File: src/rtl/fetch_pkg.sv
package fetch_pkg;

  localparam int unsigned XLEN     = 32;
  localparam int unsigned OPC_W    = 6;
  localparam int unsigned TGT_W    = XLEN - OPC_W;
  localparam int unsigned WORD_SH  = 2;
  localparam int unsigned JUMP_W   = TGT_W + WORD_SH;

  typedef enum logic {
    OPND_STEP = 1'b0,
    OPND_JUMP = 1'b1
  } opnd_sel_e;

  typedef enum logic {
    NEXT_SUM  = 1'b0,
    NEXT_ABS  = 1'b1
  } next_sel_e;

endpackage

File: src/rtl/fetch_jump_gen.sv
module fetch_jump_gen #(
  parameter int unsigned XLEN    = 32,
  parameter int unsigned TGT_W   = 26,
  parameter int unsigned WORD_SH = 2
) (
  input  logic [XLEN-1:0]  pc,
  input  logic [TGT_W-1:0] target,
  output logic [XLEN-1:0]  rel_off,
  output logic [XLEN-1:0]  abs_addr
);

  localparam int unsigned JW = TGT_W + WORD_SH;

  logic [JW-1:0] scaled;

  always_comb begin
    scaled = {target, {WORD_SH{1'b0}}};
  end

  generate
    if (XLEN > JW) begin : g_wide
      always_comb begin
        rel_off  = {{(XLEN-JW){scaled[JW-1]}}, scaled};
        abs_addr = {pc[XLEN-1:JW], scaled};
      end
    end else begin : g_narrow
      always_comb begin
        rel_off  = scaled[XLEN-1:0];
        abs_addr = scaled[XLEN-1:0];
      end
    end
  endgenerate

endmodule

File: src/rtl/fetch_pc_path.sv
module fetch_pc_path
  import fetch_pkg::*;
#(
  parameter int unsigned XLEN       = 32,
  parameter int unsigned STEP_BYTES = 4
) (
  input  logic [XLEN-1:0] pc,
  input  logic [XLEN-1:0] rel_off,
  input  logic [XLEN-1:0] abs_addr,
  input  opnd_sel_e       opnd_sel,
  input  next_sel_e       next_sel,
  output logic [XLEN-1:0] pc_next
);

  localparam logic [XLEN-1:0] STEP = XLEN'(STEP_BYTES);

  logic [XLEN-1:0] operand;
  logic [XLEN-1:0] sum;

  // first select: adder operand
  always_comb begin
    unique case (opnd_sel)
      OPND_JUMP: operand = rel_off;
      default:   operand = STEP;
    endcase
    sum = pc + operand;
  end

  // second select: new PC value
  always_comb begin
    unique case (next_sel)
      NEXT_ABS: pc_next = abs_addr;
      default:  pc_next = sum;
    endcase
  end

endmodule

File: src/rtl/fetch_pc_reg.sv
module fetch_pc_reg #(
  parameter int unsigned XLEN     = 32,
  parameter logic [31:0] RESET_PC = 32'h0
) (
  input  logic            clk,
  input  logic            rst,
  input  logic            ld,
  input  logic [XLEN-1:0] d,
  output logic [XLEN-1:0] q
);

  always_ff @(posedge clk) begin
    if (rst)     q <= XLEN'(RESET_PC);
    else if (ld) q <= d;
  end

  // PC holds without its strobe
  a_r5_pc_hold: assert property (@(posedge clk) disable iff (rst)
    !ld |=> $stable(q));

endmodule

File: src/rtl/fetch_ir_reg.sv
module fetch_ir_reg #(
  parameter int unsigned XLEN  = 32,
  parameter int unsigned OPC_W = 6
) (
  input  logic               clk,
  input  logic               rst,
  input  logic               ld,
  input  logic [XLEN-1:0]    d,
  output logic [XLEN-1:0]    q,
  output logic [OPC_W-1:0]   opc,
  output logic [XLEN-OPC_W-1:0] tgt
);

  always_ff @(posedge clk) begin
    if (rst)     q <= '0;
    else if (ld) q <= d;
  end

  always_comb begin
    opc = q[XLEN-1:XLEN-OPC_W];
    tgt = q[XLEN-OPC_W-1:0];
  end

  // capture the memory word on the strobe
  a_r6_ir_capture: assert property (@(posedge clk) disable iff (rst)
    ld |=> (q == $past(d)));
  // hold without the strobe
  a_r6_ir_hold: assert property (@(posedge clk) disable iff (rst)
    !ld |=> $stable(q));

endmodule

File: src/rtl/fetch_front.sv
module fetch_front
  import fetch_pkg::*;
(
  input  logic              clk,
  input  logic              rst,
  input  logic              pc_load,
  input  logic              ir_load,
  input  logic              opnd_sel,
  input  logic              result_sel,
  output logic [XLEN-1:0]   imem_addr,
  input  logic [XLEN-1:0]   imem_rdata,
  output logic [XLEN-1:0]   ir,
  output logic [OPC_W-1:0]  opcode,
  output logic [TGT_W-1:0]  target
);

  logic [XLEN-1:0] pc_q;
  logic [XLEN-1:0] pc_d;
  logic [XLEN-1:0] rel_off;
  logic [XLEN-1:0] abs_addr;
  opnd_sel_e       osel;
  next_sel_e       nsel;

  always_comb begin
    osel = opnd_sel_e'(opnd_sel);
    nsel = next_sel_e'(result_sel);
  end

  fetch_jump_gen #(.XLEN(XLEN), .TGT_W(TGT_W), .WORD_SH(WORD_SH)) u_jump (
    .pc       (pc_q),
    .target   (target),
    .rel_off  (rel_off),
    .abs_addr (abs_addr)
  );

  fetch_pc_path #(.XLEN(XLEN), .STEP_BYTES(1 << WORD_SH)) u_path (
    .pc       (pc_q),
    .rel_off  (rel_off),
    .abs_addr (abs_addr),
    .opnd_sel (osel),
    .next_sel (nsel),
    .pc_next  (pc_d)
  );

  fetch_pc_reg #(.XLEN(XLEN), .RESET_PC(32'h0)) u_pc (
    .clk (clk),
    .rst (rst),
    .ld  (pc_load),
    .d   (pc_d),
    .q   (pc_q)
  );

  fetch_ir_reg #(.XLEN(XLEN), .OPC_W(OPC_W)) u_ir (
    .clk (clk),
    .rst (rst),
    .ld  (ir_load),
    .d   (imem_rdata),
    .q   (ir),
    .opc (opcode),
    .tgt (target)
  );

  always_comb imem_addr = pc_q;

  // sequential step by one word
  a_r2_seq_step: assert property (@(posedge clk) disable iff (rst)
    (pc_load && !opnd_sel && !result_sel) |=> (imem_addr == $past(imem_addr) + 32'd4));
  // relative jump adds the sign-extended scaled target
  a_r3_rel_jump: assert property (@(posedge clk) disable iff (rst)
    (pc_load && opnd_sel && !result_sel) |=>
      (imem_addr == $past(imem_addr) + {{(XLEN-JUMP_W){$past(target[TGT_W-1])}}, $past(target), 2'b00}));
  // absolute jump keeps the upper PC bits
  a_r4_abs_jump: assert property (@(posedge clk) disable iff (rst)
    (pc_load && result_sel) |=>
      (imem_addr == {$past(imem_addr[XLEN-1:JUMP_W]), $past(target), 2'b00}));
  // with both strobes the IR gets the word at the old PC
  a_r7_both_strobes: assert property (@(posedge clk) disable iff (rst)
    (pc_load && ir_load) |=> (ir == $past(imem_rdata)));

endmodule

File: config.mk
export PLATFORM = sky130hd
export DESIGN_NAME = fetch_front
export DESIGN_NICKNAME = d
export VERILOG_FILES = /design/src/rtl/fetch_pkg.sv /design/src/rtl/fetch_jump_gen.sv /design/src/rtl/fetch_pc_path.sv /design/src/rtl/fetch_pc_reg.sv /design/src/rtl/fetch_ir_reg.sv /design/src/rtl/fetch_front.sv
export SDC_FILE = /design/constraint.sdc
export NUM_CORES = 1
export LEC_CHECK = 0
export ABC_AREA = 1
export BUFFER_PORTS_ARGS = -buffer_cell sky130_fd_sc_hd__buf_4
export CAP_MARGIN = 20
export CELL_PAD_IN_SITES_DETAIL_PLACEMENT = 1
export CELL_PAD_IN_SITES_GLOBAL_PLACEMENT = 1
export CORE_MARGIN = 4
export CORE_UTILIZATION = 35
export CTS_CLUSTER_DIAMETER = 30
export DETAILED_ROUTE_END_ITERATION = 10
export PLACE_DENSITY = 0.77
export SLEW_MARGIN = 15
export SYNTH_ARGS = -nofsm -noshare
export SYNTH_HDL_FRONTEND = slang
export SYNTH_HIERARCHICAL = 1
export SYNTH_SLANG_ARGS = --single-unit
export TNS_END_PERCENT = 20
File: constraint.sdc
create_clock -name clk -period 5.6 [get_ports clk]
set_input_delay 0.28 -clock clk [delete_from_list [all_inputs] [get_ports clk]]
set_output_delay 0.28 -clock clk [all_outputs]
set_load 0.1 [all_outputs]
Word-level counts from Yosys, hierarchy flattened

Index checks and enable logic that the tools add are counted.

Flip-flop bits (word level): 64
Input bits: 38
Logic and storage cells: 8
Output and inout port bits: 96

Bitwise logic cells: 1
Multiplexer cells: 2
Add/subtract/negate cells: 1
Reductions and logical operators: 1

Operators with widths:

| operator            | count |
|---|---|
| 32-bit adder        | 1 |
| 32-bit two-way mux  | 1 |
| 28-bit two-way mux  | 1 |
| 2-bit AND reduction | 1 |
| 1-bit NOT           | 1 |

Logic depth before layout (Yosys ltp)

Gate-level depths: netlist of the first run.

Depth after elaboration: 3
Depth in mapped cells: 20
Mapped depth without buffers: 18

Hierarchy

Netlist of the first run, hierarchy kept.

Modules (own cells, without submodules):

| module         | cells an instance | times used | area each (µm²) |
|---|---|---|---|
| fetch_pc_path  | 647               | 1          | 2,989.1 |
| fetch_ir_reg   | 235               | 1          | 1,579.0 |
| fetch_pc_reg   | 203               | 1          | 1,338.8 |
| fetch_jump_gen | 65                | 1          | 484.2 |

Worst setup path after synthesis of the first run

OpenSTA, ideal clock, no wires.

Path kind: reg-to-reg
Start point: register u_ir.q[8]
End point: register u_pc.q[30]
Data arrival time: 2.841 ns
Cell stages (with the launch flop): 20
Period minus slack after synthesis: 2.959 ns
Slack: 2.641 ns
Data required time: 5.482 ns
Buffers on the path: 2
Path through: dfxtp_1 > buf_4 > buf_4 > nand2_1 > inv_1 > ha_1 > nand2_2 > inv_2 > nand2_1 > inv_2 > a21oi_1 > nand2_2 > nand2_1 > nand3_1 > nand3_1 > nand2_1 > inv_1 > nand2_1 > nand2_1 > nor2_1

Longest elaborated chain between the ends: 2

Ends and longest elaborated chain:

| what                   | line                | text |
|---|---|---|
| from (decl)            | fetch_ir_reg.sv:9   | `output logic [XLEN-1:0] q,` |
| from (signal assigned) | fetch_ir_reg.sv:15  | `if (rst) q <= '0;` |
| from (signal assigned) | fetch_ir_reg.sv:16  | `else if (ld) q <= d;` |
| 32-bit two-way mux     | fetch_pc_path.sv:22 | `unique case (opnd_sel)` |
| 32-bit adder           | fetch_pc_path.sv:26 | `sum = pc + operand;` |
| to (signal assigned)   | fetch_pc_reg.sv:13  | `if (rst) q <= XLEN'(RESET_PC);` |
| to (decl)              | fetch_pc_reg.sv:9   | `output logic [XLEN-1:0] q` |

No other way between the ends.
A chain may end at the register's enable or synchronous reset.

Worst setup path after layout of the first run

Start point: register u_ir.q[8]
End point: register u_pc.q[29]

Same word-level chain as after synthesis.

==> summary.md, run 1 <==
| Metric | Value |
|---|---|
| Max cap viols | `0` |
| Antenna viol nets, final | `0` |
| Mapped cell area | `0.00639 mm^2` |
| Root buf cell | `clkbuf_16` |
| Part of the cycle the worst path needs | `41.3%` |
| Final setup fails | `0` |
| DRT Wirelength | `19200 um` |
| Hold Buf Count CTS | `0` |
| Adder-cell share of the synthesized area | `6.38%` |
| Clock sink count | `64` |
| Vias | `6356` |
| Number of port buffers | `133` |
| DRC viols | `0` |
| Filler Cells Inserted | `2535` |
| Initial antenna violation count | `0` |
| Worst EP required | `5.89 ns` |
| Largest family of logic cells by synthesized area | `simple AND/OR/NAND/NOR gates` |
| Total gr overflow | `0` |
| Compound-Gate Fraction of Synth Area | `3.03%` |
| TritonRoute pass-1 iters | `4` |
| Clk_skew | `0.0145 ns` |
| Vias in the first global route | `6352` |
| Worst Hold Class | `in -> reg` |
| # Post-CTS Setup Buffers | `0` |
| Most common cell on crit path | `nand2_1` |
| Post-Synthesis Cells | `1150` |
| Row cnt | `49` |
| Leakage | `4.47 nW` |
| Core area | `0.0180 mm^2` |
| Mux cell area share after synthesis | `0%` |
| Most common cell after layout, fill and taps aside | `nand2_1` |
| Placed cells | `1390` |
| Number of top-level pins | `134` |
| IR drop worst, VDD | `140 uV` |
| CTS buffer count | `9` |
| Setup_tns | `0 ns` |
| Initial Util | `35.6%` |
| Total Routing Usage GR | `19.2%` |
| Register area share after synthesis | `20.0%` |
| Die area | `0.0205 mm^2` |
| Die H | `143 um` |
| Wire per inst | `13.7 um` |
| Share of cells above drive strength 1 | `14.7%` |
| Post-Synth XOR/XNOR Area | `1.37%` |
| Final GP Congestion | `0.851` |
| Critical path's top delay family | `simple AND/OR/NAND/NOR gates` |
| Synth warn | `6` |
| RSZ-0062 raised after global routing | `false` |
| Critical-path cell list | `nand2_1 -> inv_1 -> ha_1 -> nand2_1 -> inv_1 -> nand2_1 -> inv_1 -> a21oi_1 -> nand2_2 -> nand2_1 -> nand2_1 -> nand2_1 -> nand3_1 -> nand2_1 -> inv_1 -> nand2_1 -> nand2_1 -> nor2_1` |
| Peak fanout along the critical path | `5` |
| Most frequent cells in the layout | `nand2_1, inv_1, nor2_1` |
| Final instance area | `0.00710 mm^2` |
| Final Hold Fails | `0` |
| FMAX | `0.432 GHz` |
| First-pass GRT wire length | `31500 um` |
| Number of synthesized register bits | `64` |
| Ant diodes | `0` |
| Power per cell area | `274 mW/mm^2` |
| Nets | `1242` |
| Clock Path Buffers | `2` |
| Post-cts resize count | `0` |
| Netlist cell types | `29` |
| Fin. max-slew vios | `0` |
| Mean Syn Cell Area | `5.56 um^2` |
| Normalized max-slew margin | `37.0%` |
| Worst EP arrival | `2.61 ns` |
| Via/cell ratio | `4.52` |
| CTS tree | `built` |
| DRT iter0 DRCs | `260` |
| Worst-path clk slew | `0.07 ns` |
| Worst-Skew Late Latency | `0.35 ns` |
| Outcome | `completed` |
| DIE WIDTH | `143 um` |
| Bufs and invs on worst path | `4` |
| Slowest CP cell | `dfxtp_1` |
| Simple-gate share of the synthesized area | `42.2%` |
| Finished Layout Cells | `1406` |
| Largest net degree at the start of global routing | `65` |
| CP endpoint kind | `flip-flop` |
| Min Clock Period, post-route | `2.31 ns` |
| Max incr delay on CP | `0.51 ns` |
| Worst Setup Start Kind | `flip-flop` |
| Area after DPL | `0.00675 mm^2` |
| Crit path kind | `reg -> reg` |
| Syn-to-layout area delta | `11.1%` |
| Post-DP HPWL | `14900 um` |
| H-tree depth | `3` |
| Worst-Margin Slew | `0.944 ns` |
[synth_stat cells]
cell type  instances  area [um^2]
a21o_1             1         7.51
buf_2              8         40.0
nand4_1            3         18.8
a21oi_1           21          105
o21ai_1            6         30.0
a21oi_2            1         8.76
nor2_1           167          627
o21bai_1           3         22.5
nand2_1          435         1630
buf_6             14          158
fa_1               1         20.0
xor2_1             2         17.5
nor3_1             1         5.00
clkbuf_1           8         30.0
inv_1            204          766
nand3_2            5         50.1
and2_1             1         6.26
nand2_2            8         50.1
o21ai_0            4         20.0
nand3_1           44          220
conb_1             1         3.75
nor3_2             3         30.0
xnor2_1            8         70.1
or2_2              4         25.0
ha_1              31          388
buf_4             96          721
dfxtp_1           64         1280
inv_2              2         7.51
nand3b_1           4         30.0
[stage by stage]
step / setup WS (ns) / utilization (%) / total power [mW] / hold WS [ns]
after CTS: 3.28 / 39.5 / 1.97 / 0.213
after global placement: 3.25 / 37.6 / 1.26 / 0.479
after floorplan: 2.64 / - / 1.17 / 0.462
after detailed placement: 3.18 / 37.6 / 1.27 / 0.486
final: 3.29 / 39.5 / 1.95 / 0.219
after global routing: 3.00 / 39.5 / 2.04 / 0.234
[power by group]
part	total [mW]	internal [mW]	switching, mW	leakage (nW)
Sequential	0.537	0.489	0.0486	0.531
Clock	0.690	0.450	0.240	0.173
Combinational	0.721	0.169	0.552	3.77
[path summary, 6_finish.rpt]
check / slack (ns) / to / depth (start not counted) / start
setup / recovery: 3.29 / u_pc/q[29] / 18 / u_ir/q[8]
hold / removal: 0.22 / u_ir/q[5] / 5 / imem_rdata[5]
hold reg to reg: 0.49 / u_ir/q[28] / 2 / u_ir/q[28]
setup reg to reg: 3.29 / u_pc/q[29] / 18 / u_ir/q[8]
[registers in the layout, summed over array words and instances, names as in the netlist]
name / flops
u_ir/q: 32
u_pc/q: 32
[worst reg2reg max path: cells and delay by family (launching register included)]
family | cells | cell delay (ns)
DFF | 1 | 0.51
AOI/OAI and AO/OA | 1 | 0.18
and+or+nand+nor | 12 | 1.04
buffers and inverters | 4 | 0.26
adders and majority gates | 1 | 0.29
[per-layer routing]
layer	vias to the layer above	share of wire (%)	wire length, um	track usage (%)
met5	-	0	0	0
met4	0	1.2	239	5.35
met1	2915	49	9490	26.7
met3	14	4.5	868	2.21
li1	3314	-	-	-
met2	113	45	8620	31.3
[logic make-up (layout without fill, tap and decap cells)]
group                    after synthesis  in the layout
AO/OA/AOI/OAI                         36             36
XOR/XNOR                              10             10
adder cells (fa/ha/maj)               32             32
buffers and inverters                332            356
flip-flops                            64             64
other                                  1              4
AND/OR/NAND/NOR                      675            675
[layout make-up]
class / count / area (um^2) / area share, %
Inverter: 206 / 773 / 10.9
Sequential cell: 64 / 1280 / 18.0
Multi-Input combinational cell: 757 / 3400 / 47.9
Clock inverter: 6 / 116 / 1.64
Timing Repair Buffer: 134 / 1010 / 14.2
Tap cell: 229 / 287 / 4.03
Clock buffer: 10 / 239 / 3.37
Note: power is estimated with default switching activity, not from simulation.
==> run 2, diff against run 1 <==
--- a/config.mk
+++ b/config.mk
@@ -11,10 +11,10 @@
 export CELL_PAD_IN_SITES_DETAIL_PLACEMENT = 1
 export CELL_PAD_IN_SITES_GLOBAL_PLACEMENT = 1
 export CORE_MARGIN = 4
-export CORE_UTILIZATION = 35
+export CORE_UTILIZATION = 34
 export CTS_CLUSTER_DIAMETER = 30
 export DETAILED_ROUTE_END_ITERATION = 10
-export PLACE_DENSITY = 0.77
+export PLACE_DENSITY = 0.78
 export SLEW_MARGIN = 15
 export SYNTH_ARGS = -nofsm -noshare
 export SYNTH_HDL_FRONTEND = slang
==> constraint.sdc (replaced) <==
create_clock -name clk -period 2.1 [get_ports clk]
set_input_delay 0.105 -clock clk [delete_from_list [all_inputs] [get_ports clk]]
set_output_delay 0.105 -clock clk [all_outputs]
set_load 0.1 [all_outputs]
==> run 2 against run 1 <==
  * Flip-flop and latch count did not move
  * Clock skew fell by 0.0046 ns
  * Utilization rose by 5.5 points
  * Die area rose by 2.8%
==> summary.md, run 2 (same netlist as run 1, synthesis figures left out) <==
| Metric | Value |
|---|---|
| Outcome | `completed` |
| Syn-to-layout area delta | `28.3%` |
| Max cap viols | `0` |
| Most common cell on crit path | `nand2_1` |
| H-tree depth | `3` |
| Critical path's top delay family | `simple AND/OR/NAND/NOR gates` |
| DIE WIDTH | `145 um` |
| FMAX | `0.482 GHz` |
| DRT Wirelength | `22000 um` |
| Worst r2r dst | `u_pc/q[19]` |
| Final Hold Fails | `0` |
| DRT iter0 DRCs | `391` |
| Worst R2R Start | `u_ir/q[4]` |
| Worst slack, placed | `-0.232 ns` |
| Area after DPL | `0.00750 mm^2` |
| CTS tree | `built` |
| Hold Buf Count CTS | `0` |
| Critical-path cell list | `nand2_1 -> inv_2 -> ha_4 -> nand2_1 -> nand2_1 -> inv_1 -> nand2_1 -> nand2_1 -> nand3b_1 -> nand2_1 -> nand2_1 -> nand2_1 -> nand3_2 -> nand2_1 -> inv_1 -> nand2_1 -> nand2_1 -> nor2_1` |
| Setup WS post-layout | `0.0265 ns` |
| Total Routing Usage GR | `20.1%` |
| Crit path kind | `reg -> reg` |
| Worst-Skew Late Latency | `0.35 ns` |
| RSZ-0062 raised after global routing | `true` |
| Clock Path Buffers | `2` |
| Peak fanout along the critical path | `5` |
| Final GP Congestion | `0.902` |
| First-pass GRT wire length | `34600 um` |
| Worst-path clk slew | `0.06 ns` |
| Slowest CP cell | `dfxtp_4` |
| Fin. max-slew vios | `0` |
| Critical Path Stages | `18` |
| Row cnt | `49` |
| Number of port buffers | `133` |
| Min Clock Period, post-route | `2.07 ns` |
| Worst EP required | `2.34 ns` |
| Final setup fails | `0` |
| Worst Setup Start Kind | `flip-flop` |
| Bufs and invs on worst path | `3` |
| Antenna viol nets, final | `0` |
| Die H | `145 um` |
| Filler Cells Inserted | `2449` |
| Total gr overflow | `0` |
| Worst EP arrival | `2.31 ns` |
| Initial Util | `35.1%` |
| Hold_ws | `0.0467 ns` |
| Largest net degree at the start of global routing | `65` |
| Leakage | `4.80 nW` |
| Crit path capture | `u_pc/q[19]` |
| Clk_skew | `0.00989 ns` |
| DRC viols | `0` |
| Vias | `6651` |
| Share of cells above drive strength 1 | `32.8%` |
| Vias in the first global route | `6651` |
| Worst R2R Setup Slack | `0.03 ns` |
| TritonRoute pass-1 iters | `4` |
| Wire per inst | `15.2 um` |
| Initial antenna violation count | `0` |
| Core area | `0.0182 mm^2` |
| Most common cell after layout, fill and taps aside | `nand2_1` |
| Biggest regs | `u_ir/q x32, u_pc/q x32` |
| Crit. Startpoint | `u_ir/q[4]` |
| Part of the cycle the worst path needs | `98.7%` |
| Nets | `1285` |
| Ant diodes | `0` |
| CP endpoint kind | `flip-flop` |
| Most frequent cells in the layout | `nand2_1, inv_1, buf_4` |
| Worst-Margin Slew | `0.689 ns` |
| Number of top-level pins | `134` |
| Clock sink count | `64` |
| Worst Hold Class | `in -> reg` |
| Power per cell area | `642 mW/mm^2` |
| IR drop worst, VDD | `428 uV` |
| Via/cell ratio | `4.59` |
| CTS buffer count | `9` |
| Reg2Reg Depth | `18` |
| Normalized max-slew margin | `54.1%` |
| Root buf cell | `clkbuf_16` |
| Final instance area | `0.00820 mm^2` |
| Max incr delay on CP | `0.35 ns` |
| Finished Core Util | `45.0%` |
| Die area | `0.0211 mm^2` |
| Post-DP HPWL | `16600 um` |
[run 2: changes by cell type in the layout (fill, tap and decap cells not counted), moves of 13 or more]
cell / delta
dfxtp_1: -55
nand2_1: -44
buf_4: +43
nand2_2: +31
dfxtp_2: +29
ha_1: -27
dfxtp_4: +26
ha_4: +26
nor2_1: -21
inv_1: -20
inv_2: +19
nand2_4: +13
nor2_2: +13
[run 2: cell type report]
type | count | area (um^2) | area share, %
clock buffers | 10 | 239 | 2.91
clock inverters | 6 | 67.6 | 0.824
inverters | 206 | 776 | 9.46
multi-input cells | 757 | 4090 | 49.9
flip-flops and latches | 64 | 1420 | 17.3
well taps | 229 | 287 | 3.49
repair buffers | 177 | 1330 | 16.2
[run 2: worst register-to-register path, delay by kind of cell (launching register included)]
kind / cells / cell delay [ns]
flip-flops: 1 / 0.35
AND/OR/NAND/NOR: 14 / 1.15
adder cells (fa/ha/maj): 1 / 0.29
buffers and inverters: 3 / 0.18
[run 2: power breakdown]
group          total [mW]  internal, mW  leakage [nW]  switching, mW
Clock                1.62         0.957         0.145          0.660
Sequential           1.42          1.30         0.556          0.118
Combinational        2.23         0.611          4.10           1.61
[run 2: worst min path at each step]
stage	endpoint	slack, ns	cells past startpoint	from
floorplan	u_pc/q[29]	0.28	3	rst
global placement	u_ir/q[17]	0.39	5	imem_rdata[17]
detailed placement	u_ir/q[0]	0.40	5	imem_rdata[0]
CTS	u_ir/q[31]	0.04	5	imem_rdata[31]
global route	u_ir/q[9]	0.07	5	imem_rdata[9]
finish	u_ir/q[21]	0.05	5	imem_rdata[21]
[run 2: metrics by stage]
step,TNS [ns],std cells,power [mW]
5_1_grt,-1.67,1449,5.51
3_5_place_dp,-0.908,1427,3.58
3_3_place_gp,-0.386,1427,3.54
4_1_cts,0,1444,5.22
2_1_floorplan,-1.06,1153,3.32
6_report,0,1449,5.27
[run 2: layer usage]
metal,global-route usage (%),up-vias,wire length [um]
met2,31.8,136,9690
met1,28.8,3079,10700
met4,5.13,0,333
li1,-,3415,-
met3,2.74,21,1220
met5,0,-,0
[run 2: repair_timing]
action                                  in CTS  in global routing
setup buffers                                1                  5
endpoints found under the setup margin       2                 20
pin swaps                                    1                 37
gates resized for setup                      4                102
gates cloned                                 0                  0
